<file path="src/rtl/txs_pkg.sv">
// Shared constants for the transmit status unit: flag indices and word packing.
// Assumes a 16-bit status word with flags starting at bit 2.
package txs_pkg;
    localparam int unsigned WORD_W = 16;
    localparam int unsigned NFLAG  = 9;
    localparam int unsigned F_UNDR = 0;  // word bit 2
    localparam int unsigned F_LATE = 1;  // word bit 3
    localparam int unsigned F_C16  = 2;  // word bit 4
    localparam int unsigned F_SQE  = 3;  // word bit 5
    localparam int unsigned F_EXC  = 4;  // word bit 6
    localparam int unsigned F_DEFR = 5;  // word bit 7
    localparam int unsigned F_BC   = 6;  // word bit 8
    localparam int unsigned F_MC   = 7;  // word bit 9
    localparam int unsigned F_ROLL = 8;  // word bit 10

    // Assemble the status word from the flag vector, link and enable bits.
    function automatic logic [WORD_W-1:0] pack_word(input logic [NFLAG-1:0] f,
                                                    input logic link,
                                                    input logic en);
        return {{(WORD_W-NFLAG-2){1'b0}}, f, link, en};
    endfunction
endpackage

</file>
<file path="src/rtl/txs_frame_timer.sv">
// Tracks the byte position inside the current frame and flags the late window.
// Assumes frame_start resets the position; the counter saturates beyond the limit.
module txs_frame_timer #(
    parameter int unsigned LATE_LIMIT = 64
) (
    input  logic clk,
    input  logic rst_n,
    input  logic frame_start,
    input  logic byte_tick,
    output logic late_window
);
    localparam int unsigned POS_W = $clog2(LATE_LIMIT + 2);

    logic [POS_W-1:0] pos_q;

    // Count byte ticks since frame start, saturating one past the limit.
    always_ff @(posedge clk) begin
        if (!rst_n || frame_start)
            pos_q <= '0;
        else if (byte_tick && (pos_q <= POS_W'(LATE_LIMIT)))
            pos_q <= pos_q + 1'b1;
    end

    assign late_window = (pos_q > POS_W'(LATE_LIMIT));

    assert_pos_sat_R4: assert property (@(posedge clk) disable iff (!rst_n)
        pos_q <= POS_W'(LATE_LIMIT + 1));
endmodule

</file>
<file path="src/rtl/txs_coll_counter.sv">
// Splits collisions into late and ordinary ones and counts ordinary ones per frame.
// Assumes late_window comes from the frame timer; counts restart at frame start.
module txs_coll_counter #(
    parameter int unsigned MAX_COLL = 16
) (
    input  logic clk,
    input  logic rst_n,
    input  logic frame_start,
    input  logic coll,
    input  logic late_window,
    output logic latcol_set,
    output logic col16_set
);
    localparam int unsigned CNT_W = $clog2(MAX_COLL + 1);

    logic [CNT_W-1:0] cnt_q;
    logic             normal_hit;

    assign normal_hit = coll && !late_window;
    assign latcol_set = coll && late_window;
    assign col16_set  = normal_hit && (cnt_q == CNT_W'(MAX_COLL - 1));

    // Count ordinary collisions of this frame, holding at the maximum.
    always_ff @(posedge clk) begin
        if (!rst_n || frame_start)
            cnt_q <= '0;
        else if (normal_hit && (cnt_q < CNT_W'(MAX_COLL)))
            cnt_q <= cnt_q + 1'b1;
    end

    assert_coll_bound_R5: assert property (@(posedge clk) disable iff (!rst_n)
        cnt_q <= CNT_W'(MAX_COLL));
    assert_coll_split_R4: assert property (@(posedge clk) disable iff (!rst_n)
        !(latcol_set && col16_set));
endmodule

</file>
<file path="src/rtl/txs_defer_timer.sv">
// Measures deferral time for excessive-deferral and the carrier window after gap start.
// Assumes byte_tick is one cycle wide; frame_end restarts deferral measurement.
module txs_defer_timer #(
    parameter int unsigned EXC_LIMIT = 3036,
    parameter int unsigned IFG_TICKS = 8
) (
    input  logic clk,
    input  logic rst_n,
    input  logic byte_tick,
    input  logic defer_wait,
    input  logic frame_end,
    input  logic gap_start,
    input  logic carrier,
    output logic exc_set,
    output logic defr_set
);
    localparam int unsigned D_W = $clog2(EXC_LIMIT + 2);
    localparam int unsigned W_W = $clog2(IFG_TICKS + 1);

    logic [D_W-1:0] dcnt_q;
    logic [W_W-1:0] win_q;

    assign exc_set  = defer_wait && byte_tick && (dcnt_q == D_W'(EXC_LIMIT));
    assign defr_set = carrier && (win_q != '0);

    // Accumulate deferral ticks for the current frame, saturating past the limit.
    always_ff @(posedge clk) begin
        if (!rst_n || frame_end)
            dcnt_q <= '0;
        else if (defer_wait && byte_tick && (dcnt_q <= D_W'(EXC_LIMIT)))
            dcnt_q <= dcnt_q + 1'b1;
    end

    // Open the gap window on gap start and close it after the set number of ticks.
    always_ff @(posedge clk) begin
        if (!rst_n)
            win_q <= '0;
        else if (gap_start)
            win_q <= W_W'(IFG_TICKS);
        else if (byte_tick && (win_q != '0))
            win_q <= win_q - 1'b1;
    end

    assert_defer_sat_R6: assert property (@(posedge clk) disable iff (!rst_n)
        dcnt_q <= D_W'(EXC_LIMIT + 1));
    assert_win_bound_R7: assert property (@(posedge clk) disable iff (!rst_n)
        win_q <= W_W'(IFG_TICKS));
endmodule

</file>
<file path="src/rtl/tx_status_unit.sv">
// Transmit status word: applies each bit's set and clear rule, owns transmit enable,
// syncs the link input and emits a snapshot at each frame end.
// Assumes all event inputs are single-cycle strobes synchronous to clk.
module tx_status_unit
    import txs_pkg::*;
#(
    parameter int unsigned LATE_LIMIT = 64,
    parameter int unsigned MAX_COLL   = 16,
    parameter int unsigned EXC_LIMIT  = 3036,
    parameter int unsigned IFG_TICKS  = 8
) (
    input  logic              clk,
    input  logic              rst_n,
    input  logic              byte_tick,
    input  logic              frame_start,
    input  logic              frame_end,
    input  logic              coll,
    input  logic              underrun,
    input  logic              gap_start,
    input  logic              carrier,
    input  logic              defer_wait,
    input  logic              dest_bcast,
    input  logic              dest_mcast,
    input  logic              sqe_seen,
    input  logic              full_duplex,
    input  logic              stop_on_sqe,
    input  logic              txen_wr,
    input  logic              txen_wdata,
    input  logic              cnt_hit15,
    input  logic              cnt_rd,
    input  logic              link_n,
    output logic              tx_enable,
    output logic [WORD_W-1:0] status_word,
    output logic              status_irq,
    output logic              link_irq,
    output logic              snap_valid,
    output logic [WORD_W-1:0] snap_word
);
    logic late_window, latcol_set, col16_set, exc_set, defr_set;
    logic sqe_set, rearm, force_off, txen_d;
    logic link_q, link_prev;
    logic [NFLAG-1:0] flag_q, set_v, clr_v;

    txs_frame_timer #(.LATE_LIMIT(LATE_LIMIT)) u_frame (
        .clk(clk), .rst_n(rst_n), .frame_start(frame_start),
        .byte_tick(byte_tick), .late_window(late_window));

    txs_coll_counter #(.MAX_COLL(MAX_COLL)) u_coll (
        .clk(clk), .rst_n(rst_n), .frame_start(frame_start), .coll(coll),
        .late_window(late_window), .latcol_set(latcol_set), .col16_set(col16_set));

    txs_defer_timer #(.EXC_LIMIT(EXC_LIMIT), .IFG_TICKS(IFG_TICKS)) u_defer (
        .clk(clk), .rst_n(rst_n), .byte_tick(byte_tick), .defer_wait(defer_wait),
        .frame_end(frame_end), .gap_start(gap_start), .carrier(carrier),
        .exc_set(exc_set), .defr_set(defr_set));

    assign sqe_set   = sqe_seen && !full_duplex;
    assign rearm     = txen_wr && txen_wdata;
    assign force_off = underrun || latcol_set || col16_set || (sqe_set && stop_on_sqe);

    // Gather the set and clear events for every sticky flag.
    always_comb begin
        set_v = '0;
        clr_v = '0;
        set_v[F_UNDR] = underrun;
        set_v[F_LATE] = latcol_set;
        set_v[F_C16]  = col16_set;
        set_v[F_SQE]  = sqe_set;
        set_v[F_EXC]  = exc_set;
        set_v[F_DEFR] = defr_set;
        set_v[F_BC]   = frame_start && dest_bcast;
        set_v[F_MC]   = frame_start && dest_mcast;
        set_v[F_ROLL] = cnt_hit15;
        clr_v[F_UNDR] = rearm;
        clr_v[F_LATE] = rearm;
        clr_v[F_C16]  = rearm;
        clr_v[F_SQE]  = rearm;
        clr_v[F_EXC]  = frame_end;
        clr_v[F_DEFR] = frame_end;
        clr_v[F_BC]   = frame_start;
        clr_v[F_MC]   = frame_start;
        clr_v[F_ROLL] = cnt_rd;
    end

    // One register per flag; a set in the same cycle overrides a clear.
    for (genvar i = 0; i < NFLAG; i++) begin : g_flag
        always_ff @(posedge clk) begin
            if (!rst_n)
                flag_q[i] <= 1'b0;
            else if (set_v[i])
                flag_q[i] <= 1'b1;
            else if (clr_v[i])
                flag_q[i] <= 1'b0;
        end
    end

    // Next transmit enable: fatal events beat a software write.
    always_comb begin
        if (force_off)
            txen_d = 1'b0;
        else if (txen_wr)
            txen_d = txen_wdata;
        else
            txen_d = tx_enable;
    end

    // Hold transmit enable and the SQE stop interrupt pulse.
    always_ff @(posedge clk) begin
        if (!rst_n) begin
            tx_enable  <= 1'b0;
            status_irq <= 1'b0;
        end else begin
            tx_enable  <= txen_d;
            status_irq <= sqe_set && stop_on_sqe;
        end
    end

    // Register the inverted link input and its previous value.
    always_ff @(posedge clk) begin
        if (!rst_n) begin
            link_q    <= 1'b0;
            link_prev <= 1'b0;
        end else begin
            link_q    <= !link_n;
            link_prev <= link_q;
        end
    end

    assign link_irq    = link_q ^ link_prev;
    assign status_word = pack_word(flag_q, link_q, tx_enable);

    // Capture the frame's word, with this cycle's sets, at frame end.
    always_ff @(posedge clk) begin
        if (!rst_n) begin
            snap_valid <= 1'b0;
            snap_word  <= '0;
        end else begin
            snap_valid <= frame_end;
            if (frame_end)
                snap_word <= pack_word(flag_q | set_v, link_q, txen_d);
        end
    end

    assert_underrun_off_R3: assert property (@(posedge clk) disable iff (!rst_n)
        underrun |=> (!tx_enable && status_word[2]));
    assert_latcol_off_R4: assert property (@(posedge clk) disable iff (!rst_n)
        latcol_set |=> (!tx_enable && status_word[3]));
    assert_col16_off_R5: assert property (@(posedge clk) disable iff (!rst_n)
        col16_set |=> (!tx_enable && status_word[4]));
    assert_snap_after_end_R12: assert property (@(posedge clk) disable iff (!rst_n)
        snap_valid |-> $past(frame_end));
    assert_link_edge_R11: assert property (@(posedge clk) disable iff (!rst_n)
        link_irq |-> (status_word[1] != $past(status_word[1])));
    assert_roll_wins_R10: assert property (@(posedge clk) disable iff (!rst_n)
        (cnt_hit15 && cnt_rd) |=> status_word[10]);
endmodule

</file>
<file path="config.mk">
export PLATFORM = sky130hd
export DESIGN_NAME = tx_status_unit
export DESIGN_NICKNAME = d
export VERILOG_FILES = /design/src/rtl/txs_pkg.sv /design/src/rtl/txs_frame_timer.sv /design/src/rtl/txs_coll_counter.sv /design/src/rtl/txs_defer_timer.sv /design/src/rtl/tx_status_unit.sv
export SDC_FILE = /design/constraint.sdc
export NUM_CORES = 1
export LEC_CHECK = 0
export ABC_AREA = 1
export BUFFER_PORTS_ARGS = -buffer_cell sky130_fd_sc_hd__buf_2
export CAP_MARGIN = 30
export CORE_MARGIN = 3
export CORE_UTILIZATION = 45
export DETAILED_ROUTE_END_ITERATION = 10
export GPL_ROUTABILITY_DRIVEN = 0
export HOLD_SLACK_MARGIN = 0.06
export PLACE_DENSITY_LB_ADDON = 0.15
export SLEW_MARGIN = 20
export SYNTH_ARGS = -nofsm -noshare
export SYNTH_HDL_FRONTEND = slang
export SYNTH_HIERARCHICAL = 1
export SYNTH_SLANG_ARGS = --single-unit
export TNS_END_PERCENT = 10
</file>
<file path="constraint.sdc">
create_clock -name clk -period 1.8 [get_ports clk]
set_clock_uncertainty 0.1 [all_clocks]
set_input_delay 0.27 -clock clk [delete_from_list [all_inputs] [get_ports clk]]
set_output_delay 0.27 -clock clk [all_outputs]
set_load 0.01 [all_outputs]
</file>
# Yosys cells after proc, flatten, opt, wreduce, memory -nomap -nowiden
# Cells that the tools add are included.
dict set report totals {
  regBits 53
  latch_bits 0
  ramBits 0
  romBits 0
  wordCells 86
  n_memories 0
}
dict set report op_classes {
  n_addsub 4
  n_mul 0
  div 0
  magnitude_cmp 4
  n_eq_ne 2
  shifts 0
  mux 17
  bitwise_logic 3
  reduce_logical 36
}
# cell count
set ops {}
lappend ops {{$reduce_bool 2->1} 10}
lappend ops {{$logic_and 1x1->1} 15}
lappend ops {{$mux 1} 15}
lappend ops {{$add 12x1->12 const B} 1}
lappend ops {{$eq 12x12->1 const B} 1}
lappend ops {{$le 12x12->1 const B} 1}
lappend ops {{$or 9x9->9} 1}
lappend ops {{$mux 4} 2}
lappend ops {{$add 7x1->7 const B} 1}
lappend ops {{$gt 7x7->1 const B} 1}
lappend ops {{$le 7x7->1 const B} 1}
lappend ops {{$add 5x1->5 const B} 1}
lappend ops {{$eq 5x4->1 const B} 1}
lappend ops {{$logic_or 1x1->1} 5}
lappend ops {{$lt 5x5->1 const B} 1}
lappend ops {{$logic_not 1->1} 4}
lappend ops {{$reduce_bool 4->1} 1}
lappend ops {{$sub 4x1->4 const B} 1}
lappend ops {{$reduce_or 2->1} 1}
lappend ops {{$not 1->1} 1}
lappend ops {{$xor 1x1->1} 1}

# Logic depth before layout (Yosys ltp)
dict set report logic_depth {
  word_depth 7
  ltp_mapped 14
  ltp_nobuf 13
}

# By module
# The synthesis kept the hierarchy.
# module n_inst cells_per_inst area_per_inst_um2
set by_module_without_submodules {}
lappend by_module_without_submodules {tx_status_unit 1 114 943.4}
lappend by_module_without_submodules {txs_defer_timer 1 137 913.4}
lappend by_module_without_submodules {txs_frame_timer 1 59 390.4}
lappend by_module_without_submodules {txs_coll_counter 1 39 270.3}

# Worst setup path after synthesis
# No wires, ideal clock.
dict set report synth_path {
  path_kind {register to register}
  from {register u_frame.pos_q[0]}
  to {register snap_word[0]}
  setup_time_ps 70
  arrival_time_ps 1474
  t_required_ps 1630
  slack_ps 156
  stages_incl_launch_ff 15
  path_buffers 1
  cell_sequence {dfxtp_1 -> inv_1 -> ha_1 -> nand3_1 -> nand2_2 -> buf_6 -> inv_1 -> inv_1 -> nand2_2 -> nor2_1 -> inv_1 -> nand2_1 -> nor2_1 -> nand3_1 -> a21oi_1}
}
dict set report synth_via {
  elab_chain_cells 7
}
# element line_no
set synth_lines {}
lappend synth_lines {{start: declaration} txs_frame_timer.sv:14} ;# logic [POS_W-1:0] pos_q;
lappend synth_lines {{start signal: assignment} txs_frame_timer.sv:21} ;# pos_q <= pos_q + 1'b1;
lappend synth_lines {{$gt 7x7->1} txs_frame_timer.sv:24} ;# assign late_window = (pos_q > POS_W'(LATE_LIMIT));
lappend synth_lines {{net late_window} tx_status_unit.sv:39} ;# logic late_window, latcol_set, col16_set, exc_set, defr_set;
lappend synth_lines {{$logic_not 1->1} txs_coll_counter.sv:19} ;# assign normal_hit = coll && !late_window;
lappend synth_lines {{$logic_and 1x1->1} txs_coll_counter.sv:19}
lappend synth_lines {{$logic_and 1x1->1} txs_coll_counter.sv:21} ;# assign col16_set = normal_hit && (cnt_q == CNT_W'(MAX_COLL - 1));
lappend synth_lines {{net col16_set} tx_status_unit.sv:39}
lappend synth_lines {{$logic_or 1x1->1 (2 in a row)} tx_status_unit.sv:59} ;# assign force_off = underrun || latcol_set || col16_set || (sqe_set && stop_on_sqe);
lappend synth_lines {{$mux 1} tx_status_unit.sv:99} ;# if (force_off)
lappend synth_lines {{end signal: assignment} tx_status_unit.sv:140} ;# snap_word <= pack_word(flag_q | set_v, link_q, txen_d);
lappend synth_lines {{end: declaration} tx_status_unit.sv:37} ;# output logic [WORD_W-1:0] snap_word
# The timed path passes the listed nets, and every way through them passes these cells.
# A chain may end at the register's enable or synchronous reset.

# Worst setup path after layout
dict set report layout_path {
  from {register u_coll.cnt_q[0]}
  to {register snap_word[0]}
}
dict set report layout_via {
  elab_chain_cells 5
}
# element line_no
set layout_lines {}
lappend layout_lines {{start: declaration} txs_coll_counter.sv:16} ;# logic [CNT_W-1:0] cnt_q;
lappend layout_lines {{start signal: assignment} txs_coll_counter.sv:28} ;# cnt_q <= cnt_q + 1'b1;
lappend layout_lines {{$eq 5x4->1} txs_coll_counter.sv:21}
lappend layout_lines {{$logic_and 1x1->1} txs_coll_counter.sv:21}
lappend layout_lines {{net col16_set} tx_status_unit.sv:39}
lappend layout_lines {{$logic_or 1x1->1 (2 in a row)} tx_status_unit.sv:59}
lappend layout_lines {{$mux 1} tx_status_unit.sv:99}
# The timed path passes the listed nets, and every way through them passes these cells.

==> PnR_summary.wiki <==
{| class="wikitable"
! Metric !! Value
|-
| Launch instance of the worst min-delay path || cnt_hit15
|-
| Clock-pin slew on the worst setup and hold paths || 0.10 ns
|-
| Number of antenna violations at the first check in global routing || 0
|-
| Diode count || 0
|-
| Outcome || finished, final reports clean
|-
| TritonCTS clock tree || done
|-
| Final-report max-slew violation count || 0
|-
| Hold EP || status_word[10]
|-
| Die width || slightly above 80 um
|-
| Total vias in the final route || between 2000 and 2500
|-
| Die ar. || about 6500 um2
|-
| Buffer and inverter count on the worst path || 2
|-
| FP Rows || 26
|-
| Max stage delay on crit path || around 0.33 ns
|-
| Post-synthesis sequential element count || 53
|-
| Setup repair after global routing missed its margin || false
|-
| Top flip-flop cell by instance count after synthesis || dfxtp_1
|-
| Count of buffers from port buffering || between 40 and 50
|-
| Starting density of the core || 0.478
|-
| HPWL Detailed || around 3700 um
|-
| Cell type with the largest total area after synthesis || dfxtp_1
|-
| Root cell of the clock tree || clkbuf_8
|-
| Post-synth EDFFs || 0
|-
| Cell types with the largest area share after synthesis || dfxtp_1 (42%), nor2_1 (9.1%), nand2_1 (8.5%)
|-
| Min-Delay Path Depth || 3
|-
| Reg2Reg Launch Point || u_coll/cnt_q[0]
|-
| Final critical-path required period || approximately 1.6 ns
|-
| Clock net sink count || 53
|-
| Number of nets in the layout || 426
|-
| Type of the worst setup path || flip-flop to flip-flop
|-
| Slowest cell on the critical path || dfxtp_1
|-
| R2R setup slack || between 0.15 and 0.2 ns
|-
| Drt first pass iters || 5
|-
| Remaining Overflow, GRT || 0
|-
| Drt first-iter violations || 73
|-
| Setup tns final || 0 ns
|-
| Type of destination of the critical path || flip-flop
|-
| Synth unique cells || 29
|-
| Final worst path period share || 0.894
|-
| Max rail drop VDD || between 0.4 and 0.5 mV
|-
| Final Hold Viols || 0
|-
| Data required time of the critical path || 1.96 ns
|-
| Layout-stage area growth over the synthesis result || 15.2%
|-
| Leakage power || between 0.001 and 0.0015 uW
|-
| Die Y || slightly above 80 um
|-
| First-pass GRT wire length || ~8500 um
|-
| Average instance area after synthesis || approximately 7 um2
|-
| DRC viols || 0
|-
| Max H-tree Level || 2
|-
| Part of the Yosys area used for sequential elements || 0.421
|-
| Per-cell via count in the routed design || ~4.6
|-
| Clock latency reported for the late side of the worst-skew pair || between 0.3 and 0.4 ns
|-
| Number of standard cells after synthesis || about 350
|-
| CP Launch Type || flip-flop
|-
| Data arrival time at the worst-slack endpoint || between 1.5 and 2 ns
|-
| Post-synthesis cell area || between 2000 and 3000 um2
|-
| Core area || 5270 um2
|-
| Wirelength per Cell || between 10 and 15 um
|-
| Global-route usage over all layers || 0.163
|-
| Number of CTS-inserted buffers || 5
|-
| Via count of the first global-routing pass || between 1500 and 2000
|-
| DRT Wirelength || around 5100 um
|-
| Max Freq || around 620 MHz
|-
| Minimum setup slack in the final design || 0.191 ns
|-
| Share of synthesized registers carrying an async set or reset || 0
|-
| Detail Route Antenna Nets || 0
|-
| Power density relative to cell area || approximately 800 nW/um2
|-
| Final-report setup violation count || 0
|-
| Buffer levels on the longest clock path || 2
|-
| Number of cell instances on the worst register-to-register path || 10
|-
| Top cell family by delay on the critical path || simple AND/OR/NAND/NOR gates
|-
| Number of max-cap violations || 0
|-
| Fraction of layout instances using a drive strength above 1 || 0.185
|-
| Synth warnings || 6
|-
| I/O pin count || 56
|-
| Endpoint of the lowest-slack register-to-register path || snap_word[0]
|-
| Worst hold path type || input port to flip-flop
|-
| Share of Yosys cell area claimed by the top area cell type || 0.421
|-
| Worst slack, placed || between 0.1 and 0.15 ns
|-
| Crit-path cells || ha_1 > and3_1 > ha_1 > inv_1 > nor2_2 > inv_1 > nand2_1 > nor2_2 > nand3_1 > a21oi_1
|-
| Highest fanout seen on the critical path || 3
|-
| Share of the core filled with cells in the final layout || 0.550
|-
| Pin count of the biggest net entering global routing || 24
|}
[layer usage]
metal	track usage	vias to the layer above	wire length, um
met5	0	-	0
met4	0.0608	0	76
met3	0.0432	7	323
met2	0.259	44	2170
met1	0.211	935	2510
li1	-	1198	-
[repair_timing]
action                     in CTS  in global routing
setup endpoints to repair       0                  2
hold buffers                    2                  0
hold endpoints to repair        2                  0
resized for setup               0                  5
setup buffers                   0                  1
[cell usage in the layout (no fill, tap or decap)]
cell           instances
a31oi_1                1
ha_1                   7
clkbuf_8               5
buf_2                 45
inv_1                 42
inv_8                  1
and2_1                 1
nor2_2                 3
conb_1                10
nor2_4                 2
nand2_1               57
nor3_1                 3
o21a_1                 2
nand2_4                1
dfxtp_2                1
and3_1                 1
buf_4                  5
bufinv_16              1
nand2_2                3
nand4_2                1
nand3b_1               2
dfxtp_1               51
dfxtp_4                1
nor3_2                 1
o21ai_0               16
nor2_1                59
a21oi_1               35
clkinv_4               1
inv_2                  3
xor2_1                 1
nand4_1                3
nor3b_1                1
nand3_1               29
dlygate4sd3_1          2
a211oi_1               3
[metrics by stage]
stage | cell area (um2) | cells | hold slack, ns | power, uW
2_1_floorplan | 2550 | 358 | 0.240 | 1420
3_3_place_gp | 2740 | 459 | 0.328 | 1490
3_5_place_dp | 2740 | 459 | 0.332 | 1500
4_1_cts | 2880 | 469 | 0.0854 | 2350
5_1_grt | 2900 | 470 | 0.105 | 2420
6_report | 2900 | 470 | 0.0956 | 2320
[worst max-delay path by stage]
| stage | startpoint | to | slack, ns | cells past startpoint |
|---|---|---|---|---|
| after global placement | u_frame/pos_q[0] | snap_word[0] | 0.21 | 13 |
| after detailed placement | u_frame/pos_q[0] | snap_word[0] | 0.12 | 13 |
| after floorplan | u_frame/pos_q[0] | snap_word[0] | 0.16 | 14 |
| after global routing | u_frame/pos_q[0] | tx_enable | 0.02 | 13 |
| final | u_coll/cnt_q[0] | snap_word[0] | 0.19 | 10 |
| after CTS | u_frame/pos_q[0] | snap_word[0] | 0.10 | 13 |
[kinds of logic (layout without fill, tap and decap cells)]
family,Yosys count,in the layout,synth area share
flip-flops,53,53,0.421
AND/OR/NAND/NOR,167,167,0.293
adder cells (fa/ha/maj),7,7,0.0348
AO/OA/AOI/OAI,57,57,0.119
XOR/XNOR,1,1,0.00348
other,1,10,0.00149
buffers and inverters,63,105,0.127
[worst min-delay path: cells and delay by family]
kind,cells,cell delay (ns)
buf+inv,2,0.14
compound gates,1,0.05
[power breakdown]
group / total, uW / internal, uW / switching, uW
sequential: 1230 / 1210 / 23.4
combinational: 239 / 92.5 / 147
clock: 845 / 427 / 419
[sequential cells by signal (all words and copies together) (netlist names)]
register        cells
link_prev           1
snap_word          11
u_frame/pos_q       7
u_defer/dcnt_q     12
link_q              1
u_defer/win_q       4
status_irq          1
tx_enable           1
snap_valid          1
status_word         9
u_coll/cnt_q        5
[cell type report]
class                   count  area, um2
fillers                   537       2370
multi-input cells         242       1180
flip-flops and latches     53       1070
repair buffers             52        283
inverters                  45        169
well taps                  70       87.6
clock buffers               5       68.8
clock inverters             3       50.0
[cells in the mapped netlist (2+ instances only)]
cell	count
nor2_1	61
nand2_1	57
dfxtp_1	53
inv_1	42
a21oi_1	35
nand3_1	29
o21ai_0	16
buf_4	13
ha_1	7
buf_6	4
a211oi_1	3
inv_2	3
nand2_2	3
nand4_1	3
nor3_1	3
nand3b_1	2
nor2_4	2
o21a_1	2
(Power assumes the default switching activity.)
